File: src/rtl/amerge_pkg.sv
package amerge_pkg;
  // Width of the control register and placement of the per-lane mode fields
  localparam int CTL_W    = 32;
  localparam int MODE_LSB = 8;
  localparam int MODE_W   = 3;
endpackage

File: src/rtl/amerge_rr_arb.sv
// Round-robin arbiter: the lane after the last winner has first priority.
module amerge_rr_arb #(
  parameter int N = 8
) (
  input  logic                 clk,
  input  logic                 rst,
  input  logic [N-1:0]         req,
  output logic [N-1:0]         gnt,
  output logic [$clog2(N)-1:0] gnt_idx,
  output logic                 gnt_any
);
  localparam int IW = $clog2(N);

  logic [IW-1:0] ptr;
  logic [IW-1:0] cand;

  always_comb begin
    gnt     = '0;
    gnt_idx = '0;
    gnt_any = 1'b0;
    cand    = '0;
    for (int off = 0; off < N; off++) begin
      cand = ptr + IW'(off);
      if (!gnt_any && req[cand]) begin
        gnt_any   = 1'b1;
        gnt[cand] = 1'b1;
        gnt_idx   = cand;
      end
    end
  end

  always_ff @(posedge clk) begin
    if (rst)          ptr <= '0;
    else if (gnt_any) ptr <= gnt_idx + IW'(1);
  end
endmodule

File: src/rtl/amerge_skid.sv
// One-word holding register per input lane with a sticky drop flag.
module amerge_skid #(
  parameter int DW = 32
) (
  input  logic          clk,
  input  logic          rst,
  input  logic          in_valid,
  input  logic [DW-1:0] in_data,
  input  logic          take,
  output logic          full,
  output logic [DW-1:0] data,
  output logic          ovf
);
  logic accept;
  assign accept = in_valid && (!full || take);

  always_ff @(posedge clk) begin
    if (rst) begin
      full <= 1'b0;
      ovf  <= 1'b0;
    end else begin
      if (in_valid && !accept) ovf <= 1'b1;
      if (accept)              full <= 1'b1;
      else if (take)           full <= 1'b0;
    end
  end

  always_ff @(posedge clk) begin
    if (accept) data <= in_data;
  end
endmodule

File: src/rtl/amerge_fifo.sv
// Shared word queue; storage has no reset so it can map to RAM.
module amerge_fifo #(
  parameter int DW    = 32,
  parameter int DEPTH = 8
) (
  input  logic          clk,
  input  logic          rst,
  input  logic          push,
  input  logic [DW-1:0] wdata,
  input  logic          pop,
  output logic [DW-1:0] rdata,
  output logic          full,
  output logic          empty
);
  localparam int AW = $clog2(DEPTH);

  logic [DW-1:0] mem [DEPTH];
  logic [AW-1:0] wr_ptr, rd_ptr;
  logic [AW:0]   cnt;
  logic          do_push, do_pop;

  assign full    = (cnt == (AW+1)'(DEPTH));
  assign empty   = (cnt == '0);
  assign do_push = push && !full;
  assign do_pop  = pop && !empty;
  assign rdata   = mem[rd_ptr];

  always_ff @(posedge clk) begin
    if (do_push) mem[wr_ptr] <= wdata;
  end

  always_ff @(posedge clk) begin
    if (rst) begin
      wr_ptr <= '0;
      rd_ptr <= '0;
      cnt    <= '0;
    end else begin
      if (do_push) wr_ptr <= wr_ptr + AW'(1);
      if (do_pop)  rd_ptr <= rd_ptr + AW'(1);
      case ({do_push, do_pop})
        2'b10:   cnt <= cnt + 1'b1;
        2'b01:   cnt <= cnt - 1'b1;
        default: cnt <= cnt;
      endcase
    end
  end
endmodule

File: src/rtl/amerge_route.sv
// Registered head stage: offers the head word on the port named by its tag.
module amerge_route #(
  parameter int N  = 8,
  parameter int DW = 32
) (
  input  logic          clk,
  input  logic          rst,
  input  logic          q_empty,
  input  logic [DW-1:0] q_data,
  output logic          q_pop,
  input  logic [N-1:0]  out_ready,
  output logic [N-1:0]  out_valid,
  output logic [DW-1:0] out_data
);
  localparam int TW = $clog2(N);

  logic          hv;
  logic [DW-1:0] hd;
  logic [TW-1:0] tag;
  logic          fire;

  assign tag      = hd[TW-1:0];
  assign fire     = hv && out_ready[tag];
  assign q_pop    = !q_empty && (!hv || fire);
  assign out_data = hd;

  always_ff @(posedge clk) begin
    if (rst)        hv <= 1'b0;
    else if (q_pop) hv <= 1'b1;
    else if (fire)  hv <= 1'b0;
  end

  always_ff @(posedge clk) begin
    if (q_pop) hd <= q_data;
  end

  for (genvar i = 0; i < N; i++) begin : g_port
    assign out_valid[i] = hv && (tag == TW'(i));
  end
endmodule

File: src/rtl/amerge_ctl.sv
// Control register and fan-out of the per-lane mode fields.
module amerge_ctl
  import amerge_pkg::*;
#(
  parameter int N = 8
) (
  input  logic              clk,
  input  logic              rst,
  input  logic              we,
  input  logic [CTL_W-1:0]  wdata,
  output logic [CTL_W-1:0]  q,
  output logic [N*MODE_W-1:0] mode
);
  always_ff @(posedge clk) begin
    if (rst)     q <= '0;
    else if (we) q <= wdata;
  end

  for (genvar i = 0; i < N; i++) begin : g_mode
    assign mode[i*MODE_W +: MODE_W] = q[MODE_LSB + i*MODE_W +: MODE_W];
  end
endmodule

File: src/rtl/amerge_top.sv
module amerge_top
  import amerge_pkg::*;
#(
  parameter int NCH   = 8,
  parameter int DW    = 32,
  parameter int DEPTH = 8
) (
  input  logic                  clk,
  input  logic                  rst,
  input  logic [NCH-1:0]        in_valid,
  input  logic [NCH*DW-1:0]     in_data,
  input  logic                  ctl_we,
  input  logic [CTL_W-1:0]      ctl_wdata,
  output logic [CTL_W-1:0]      ctl_q,
  output logic [NCH*MODE_W-1:0] mode_out,
  output logic [NCH-1:0]        ovf,
  output logic [NCH-1:0]        out_valid,
  output logic [DW-1:0]         out_data,
  input  logic [NCH-1:0]        out_ready
);
  localparam int IW = $clog2(NCH);

  logic [NCH-1:0]  hold_full;
  logic [DW-1:0]   hold_data [NCH];
  logic [NCH-1:0]  req, gnt;
  logic [IW-1:0]   gnt_idx;
  logic            gnt_any;
  logic            q_full, q_empty, q_pop;
  logic [DW-1:0]   q_data;

  amerge_ctl #(.N(NCH)) u_ctl (
    .clk(clk), .rst(rst), .we(ctl_we), .wdata(ctl_wdata),
    .q(ctl_q), .mode(mode_out)
  );

  for (genvar i = 0; i < NCH; i++) begin : g_lane
    amerge_skid #(.DW(DW)) u_skid (
      .clk(clk), .rst(rst),
      .in_valid(in_valid[i]), .in_data(in_data[i*DW +: DW]),
      .take(gnt[i]), .full(hold_full[i]), .data(hold_data[i]),
      .ovf(ovf[i])
    );
  end

  assign req = hold_full & {NCH{!q_full}};

  amerge_rr_arb #(.N(NCH)) u_arb (
    .clk(clk), .rst(rst), .req(req), .gnt(gnt),
    .gnt_idx(gnt_idx), .gnt_any(gnt_any)
  );

  amerge_fifo #(.DW(DW), .DEPTH(DEPTH)) u_fifo (
    .clk(clk), .rst(rst),
    .push(gnt_any), .wdata(hold_data[gnt_idx]),
    .pop(q_pop), .rdata(q_data),
    .full(q_full), .empty(q_empty)
  );

  amerge_route #(.N(NCH), .DW(DW)) u_route (
    .clk(clk), .rst(rst),
    .q_empty(q_empty), .q_data(q_data), .q_pop(q_pop),
    .out_ready(out_ready), .out_valid(out_valid), .out_data(out_data)
  );
endmodule

File: config.mk
export PLATFORM = sky130hd
export DESIGN_NAME = amerge_top
export DESIGN_NICKNAME = d
export VERILOG_FILES = /design/src/rtl/amerge_pkg.sv /design/src/rtl/amerge_rr_arb.sv /design/src/rtl/amerge_skid.sv /design/src/rtl/amerge_fifo.sv /design/src/rtl/amerge_route.sv /design/src/rtl/amerge_ctl.sv /design/src/rtl/amerge_top.sv
export SDC_FILE = /design/constraint.sdc
export NUM_CORES = 1
export LEC_CHECK = 0
export BUFFER_PORTS_ARGS = -buffer_cell sky130_fd_sc_hd__buf_4
export CAP_MARGIN = 25
export CORE_ASPECT_RATIO = 1.1
export CORE_MARGIN = 4
export CORE_UTILIZATION = 50
export CTS_CLUSTER_DIAMETER = 80
export DETAILED_ROUTE_END_ITERATION = 12
export GPL_TIMING_DRIVEN = 0
export HOLD_SLACK_MARGIN = 0.08
export PLACE_DENSITY_LB_ADDON = 0.12
export SYNTH_ARGS = -nofsm -noshare
export SYNTH_HDL_FRONTEND = slang
export SYNTH_SLANG_ARGS = --single-unit
File: constraint.sdc
create_clock -name clk -period 19.3 [get_ports clk]
set_input_delay 2.895 -clock clk [delete_from_list [all_inputs] [get_ports clk]]
set_output_delay 2.895 -clock clk [all_outputs]
set_load 0.02 [all_outputs]
Yosys cells after proc, flatten, opt, wreduce, memory -nomap -nowiden
Memory sizes are Yosys's and may differ from the RTL's. A register that Yosys moved wholly into a read port is not among the register bits.
Cells that the tools add are included.
{"block": "word_totals", "elab_cells": 252, "mem_bits_rw": 256, "latch_bits": 0, "n_memories": 1, "mem_bits_ro": 0, "ff_bits": 318}
{"block": "classes", "magnitude_cmp": 18, "shifts": 0, "multipliers": 0, "n_eq_ne": 10, "n_bitwise": 9, "n_reduce_logical": 90, "div": 0, "n_mux": 82, "n_addsub": 12}
{"name": "u_fifo.mem", "words": 8, "word_bits": 32, "read_ports": 1, "rd_clocked_by_memory_dff": 1, "wr": 1, "line_no": "amerge_fifo.sv:17", "rtl": "logic [DW-1:0] mem [DEPTH];"}
{"op": "$bmux 32 s3", "count": 1}
{"op": "$mux 32", "count": 2}
{"op": "$mux 8", "count": 8}
{"op": "$or 8x8->8", "count": 7}
{"op": "$mux 1", "count": 45}
{"op": "$logic_and 1x1->1", "count": 43}
{"op": "$lt 3x4->1 const B", "count": 9}
{"op": "$bmux 1 s3", "count": 9}
{"op": "$logic_not 1->1", "count": 26}
{"op": "$demux 1 s3", "count": 8}
{"op": "$ge 3x1->1 const B", "count": 8}
{"op": "$mux 3", "count": 8}
{"op": "$reduce_bool 2->1", "count": 10}
{"op": "$add 3x1->3 const B", "count": 4}
{"op": "$add 3x3->3 const B", "count": 4}
{"op": "$eq 3x3->1 const B", "count": 4}
{"op": "$logic_or 1x1->1", "count": 9}
{"op": "$and 8x8->8", "count": 1}
{"op": "$pmux 4 s2", "count": 1}
{"op": "$add 3x2->3 const B", "count": 2}
{"op": "$eq 3x2->1 const B", "count": 2}
{"op": "$add 4x1->4 const B", "count": 1}
{"op": "$eq 4x4->1 const B", "count": 1}
{"op": "$ge 4x4->1 const B", "count": 1}
{"op": "other kinds (7)", "count": 7}

Depth between registers and ports, before layout
{"block": "logic_depth", "ltp_word": 31, "ltp_mapped": 21, "ltp_nobuf": 16}

By module
Synthesis repeated with hierarchy kept, for this count alone.
{"block": "unflattened", "cells_unflattened": 1242, "hier_area_um2": 25042.8}
{"mod": "amerge_fifo", "cells_per_inst": 444, "instances": 1, "area_each_um2": 10542.6}
{"mod": "amerge_skid", "cells_per_inst": 40, "instances": 8, "area_each_um2": 1049.8}
{"mod": "amerge_top", "cells_per_inst": 122, "instances": 1, "area_each_um2": 2129.5}
{"mod": "amerge_rr_arb", "cells_per_inst": 174, "instances": 1, "area_each_um2": 1490.2}
{"mod": "amerge_ctl", "cells_per_inst": 127, "instances": 1, "area_each_um2": 1343.8}
{"mod": "amerge_route", "cells_per_inst": 55, "instances": 1, "area_each_um2": 1138.6}

Least setup slack after synthesis
OpenSTA, ideal clock, no wires.
{"block": "synth_timing", "path_kind": "input port to flip-flop", "startpoint": "input out_ready[5]", "endpoint": "register u_fifo.cnt[3]", "slack_ns": 12.479, "stages": 10, "t_required_ns": 19.229, "arrival_time_ns": 6.751, "cell_sequence": "mux4_2 -> nand2_1 -> a31oi_1 -> ha_1 -> ha_1 -> a21o_1 -> a21oi_1 -> xnor2_1 -> or3_1 -> a21oi_1"}
{"block": "synth_via", "elab_chain_len": 8}
{"item": "from (decl)", "line_no": "amerge_top.sv:19", "rtl": "input logic [NCH-1:0] out_ready"}
{"item": "$bmux 1 s3 *", "line_no": "amerge_route.sv:23", "rtl": "assign fire = hv && out_ready[tag];"}
{"item": "$mux 1 (implied by the code) *", "line_no": "amerge_route.sv:23"}
{"item": "$logic_and 1x1->1 *", "line_no": "amerge_route.sv:23"}
{"item": "$logic_or 1x1->1 *", "line_no": "amerge_route.sv:24", "rtl": "assign q_pop = !q_empty && (!hv || fire);"}
{"item": "$logic_and 1x1->1 *", "line_no": "amerge_route.sv:24"}
{"item": "via q_pop", "line_no": "amerge_top.sv:28", "rtl": "logic q_full, q_empty, q_pop;"}
{"item": "$logic_and 1x1->1 *", "line_no": "amerge_fifo.sv:25", "rtl": "assign do_pop = pop && !empty;"}
{"item": "$eq 2x1->1 / $eq 2x2->1 (equally long branches)", "line_no": "amerge_fifo.sv:40", "rtl": "case ({do_push, do_pop})"}
{"item": "$pmux 4 s2 / $reduce_bool 2->1 (equally long branches)"}
{"item": "to (signal assigned)", "line_no": "amerge_fifo.sv:41", "rtl": "2'b10: cnt <= cnt + 1'b1;"}
{"item": "to (signal assigned)", "line_no": "amerge_fifo.sv:42", "rtl": "2'b01: cnt <= cnt - 1'b1;"}
{"item": "to (signal assigned)", "line_no": "amerge_fifo.sv:43", "rtl": "default: cnt <= cnt;"}
{"item": "to (decl)", "line_no": "amerge_fifo.sv:19", "rtl": "logic [AW:0] cnt;"}
Mark *: on every way through the listed nets, which the timed path passes. The rest lies on a longest branch. The select of a mux whose other input is x is not followed.
A chain may end at the register's enable or synchronous reset.

Worst setup path in the final report
{"block": "layout_timing", "startpoint": "register u_arb.ptr[1]", "endpoint": "register u_fifo.cnt[3]"}
{"block": "layout_via", "elab_chain_len": 27}
{"item": "from (decl)", "line_no": "amerge_rr_arb.sv:14", "rtl": "logic [IW-1:0] ptr;"}
{"item": "from (signal assigned)", "line_no": "amerge_rr_arb.sv:34", "rtl": "else if (gnt_any) ptr <= gnt_idx + IW'(1);"}
{"item": "branches (longest 23 deep; another with $add 3x1->3)"}
{"item": "$mux 1 *", "line_no": "amerge_rr_arb.sv:24", "rtl": "if (!gnt_any && req[cand]) begin"}
{"item": "$logic_and 1x1->1 *", "line_no": "amerge_fifo.sv:24", "rtl": "assign do_push = push && !full;"}
{"item": "$eq 2x1->1 / $eq 2x2->1 (equally long branches)", "line_no": "amerge_fifo.sv:40"}
{"item": "$pmux 4 s2 / $reduce_bool 2->1 (equally long branches)"}
Every way passes the cells marked *. The select of a mux whose other input is x is not followed.

==> flow_summary.toml <==
[finish]
stdcell_count = 2608
drive_gt1_share_pct = 39.4
fin_nets = 2224
utilization_pct = 63.7
area.growth.synth_to_final_pct = 25.6

[route]
vias = 14131
detail-route-antenna-nets = 0
drt_iter0_markers = 924
routed_wire_length_per_instance_um = 24.0
drc_errors = 0
vias_per_cell = 5.42
first_pass_iters = 5
routed_wl_um = 62700

[clocking]
post-cts-setup-buffers = 0
clk_pin_slew_worst_paths_ns = 0.06
cts_tree = "yes"
cts_buffers = 58
cts_buffer_depth = 3
cts_resized = 0
clkSinkCount = 606
root_buffer = "clkbuf_16"
htreeDepth = 2
insertion_delay_ns = 0.62
hold_buffers = 0

[synthesis]
synth_cell_types = 64
synth.avg_cell_area_um2 = 17.9
synth_cells = 1390
synth_seq_cells = 606
yosysSeqAreaShare_pct = 70.7
synth_fp_nets = 1710
yosys_warnings = 0
synth_top_flop_cell = "edfxtp_1"
async_reset_ff_share_pct = 0
syn-cell-area_um2 = 24900
synth_edf_count = 544

[placement]
gp_congestion = 0.891
dp_hpwl_um = 46600
placed_cells = 2493
io_buffers = 408

[run]
maxCapViolations = 0

[die]
die_h_um = 242
start_util_pct = 50.7
coreArea_um2 = 49000
dieArea_um2 = 53400
die_w_um = 221
row_count = 85
num_io_pins = 411

[pwr]
comb_power_share_pct = 47.2
p_per_area_nw_per_um2 = 210
p_leak_nw = 11.8
switchingPower_w = 0.00244
power.internal_w = 0.00411
p_seq_share_pct = 36.4
p_total_w = 0.00655
switching_share_pct = 37.3
pwr-share-clk_pct = 16.4
vdd_drop_max_mv = 0.148

[worst_setup_path]
end_kind = "register"
startpoint = "u_arb.ptr[1]"
r2r-end = "u_fifo.cnt[3]"
r2r_slack_ns = 13.50
r2r_start = "u_arb.ptr[1]"
cp_data_required_time_ns = 19.83
start_kind = "register"
r2r_cells = 20
cp_max_fo = 10
worstSetupPathType = "register to register"
arrival_ns = 6.33

[global_routing]
grt_pass1_vias = 15164
use_met1_pct = 31.2
met3_usage_pct = 6.05
use_met2_pct = 39.4
busiest_layer = "met2"
grt_pass1_wl_um = 92900
grt_max_degree = 30
antenna_found_initial = 9
grt_overflow_total = 0
grtUsageTotal_pct = 23.4

[worst_hold_path]
min_from = "g_lane[7].u_skid.ovf"
min_path_type = "register to register"
hold_path_depth = 2
hold_end = "g_lane[7].u_skid.ovf"

[sta]
max_freq_ghz = 0.172
period_share_pct = 30.1
finalCriticalPeriod_ns = 5.80
setup_tns_ns = 0
hold_violations = 0
fin_skew_ns = 0.0241
relSlewSlack_pct = 37.7
finalMaxSlewViolations = 0
worst_slew_pin_slew_ns = 0.935
rsz0062_at_grt = "no"
setup_viol = 0

[outcome]
run_status = "complete, no violations"
cell usage in the layout (no fill, tap or decap), types with 5 or more instances in the layout:
master | synthesis | final
ha_1 | 12 | 12
nand2b_1 | 14 | 14
nor2_1 | 78 | 77
clkinv_1 | 1 | 10
buf_4 | 33 | 453
dfxtp_1 | 62 | 62
buf_2 | 10 | 11
mux2i_1 | 236 | 236
mux4_2 | 74 | 74
a211oi_1 | 6 | 6
buf_6 | 15 | 34
a21oi_1 | 17 | 17
and2_1 | 5 | 5
mux2_2 | 70 | 70
o21a_2 | 0 | 6
diode_2 | 0 | 5
nand3_1 | 6 | 6
clkinv_2 | 0 | 9
clkbuf_16 | 0 | 58
buf_12 | 0 | 7
clkbuf_1 | 29 | 49
buf_1 | 12 | 12
xnor2_1 | 6 | 6
o22ai_1 | 6 | 6
nand2_1 | 24 | 24
edfxtp_1 | 544 | 544
nor3_1 | 9 | 7
inv_1 | 21 | 21
a31oi_1 | 7 | 6
o21ai_0 | 8 | 8
xor2_1 | 6 | 6
worst max-delay path: stages, from the launching register on:
cell and delay [ns]:
dfxtp_1 0.39, buf_2 0.24, buf_1 0.46, inv_1 0.18
ha_1 0.32, clkbuf_1 0.41, mux4_2 0.57, mux2i_1 0.33
nor2_1 0.13, nor4_4 0.36, nand2_1 0.08, or2_2 0.27
clkbuf_1 0.24, clkinv_1 0.32, ha_1 0.26, ha_1 0.24
a21o_1 0.17, a21oi_1 0.16, xnor2_1 0.10, or3_1 0.32
a21oi_1 0.15
worst max path at each step:
stage / end
floorplan: u_fifo.cnt[3]
global placement: u_fifo.mem[1][8]
detailed placement: u_fifo.mem[2][8]
CTS: u_fifo.mem[2][13]
global route: u_fifo.cnt[3]
finish: u_fifo.cnt[3]
cell families (layout without fill, tap and decap cells):
logic type	Yosys count	count (layout)	share of synthesized area, %
muxes	384	384	19.6
AOI/OAI and AO/OA	88	88	2.57
DFF	606	606	70.7
adders and majority gates	13	13	0.684
buffers and inverters	125	686	2.91
and+or+nand+nor	162	162	3.16
xor gates and xnor gates	12	12	0.423
other	0	5	0
registers in the layout, indices dropped and copies added, names as in the netlist:
register,count
u_arb.ptr,3
u_ctl.q,32
u_route.hv,1
g_lane.u_skid.data,256
u_fifo.wr_ptr,3
u_fifo.mem,256
u_route.out_data,32
u_fifo.cnt,4
u_fifo.rd_ptr,3
g_lane.u_skid.ovf,8
g_lane.u_skid.full,8
routing by layer:
layer / part of all wire [%] / vias up
li1: - / 6458
met1: 41 / 7145
met2: 50 / 446
met3: 7.0 / 78
met4: 1.7 / 4
met5: 0.043 / -
power by group through the flow:
stage               logic, W  clock network, W  registers (W)
floorplan            0.00196                 0        0.00245
global placement     0.00292                 0        0.00244
detailed placement   0.00308                 0        0.00241
CTS                  0.00310           0.00110        0.00238
global route         0.00330           0.00115        0.00241
finish               0.00309           0.00108        0.00238
through the flow:
step | area (um2) | hold WS (ns) | worst slack [ns]
after floorplan | 24900 | 0.426 | 12.48
after global placement | 28700 | 0.449 | 8.22
after detailed placement | 29400 | 0.443 | 13.26
after CTS | 31200 | 0.455 | 13.26
after global routing | 31200 | 0.479 | 13.27
final | 31200 | 0.451 | 13.50
area by class of cell:
| type | count | area (um2) |
|---|---|---|
| Tap cell | 652 | 816 |
| Sequential cell | 606 | 17600 |
| Fill cell | 3516 | 17800 |
| Clock buffer | 82 | 1580 |
| Clock inverter | 25 | 218 |
| Multi-Input combinational cell | 659 | 6650 |
| Antenna cell | 5 | 12.5 |
| Timing Repair Buffer | 454 | 3650 |
| Buffer | 101 | 633 |
| Inverter | 24 | 90.1 |
cell usage after synthesis (14+ instances only):
cell type	count	area [um2]
mux2i_1	236	2360
buf_4	33	248
dfxtp_1	62	1240
nor2_1	78	293
inv_1	21	78.8
mux2_2	70	788
clkbuf_1	29	109
edfxtp_1	544	16300
mux4_2	74	1670
nand2_1	24	90.1
a21oi_1	17	85.1
nand2b_1	14	87.6
buf_6	15	169
Power figures use the tool's default switching activity.
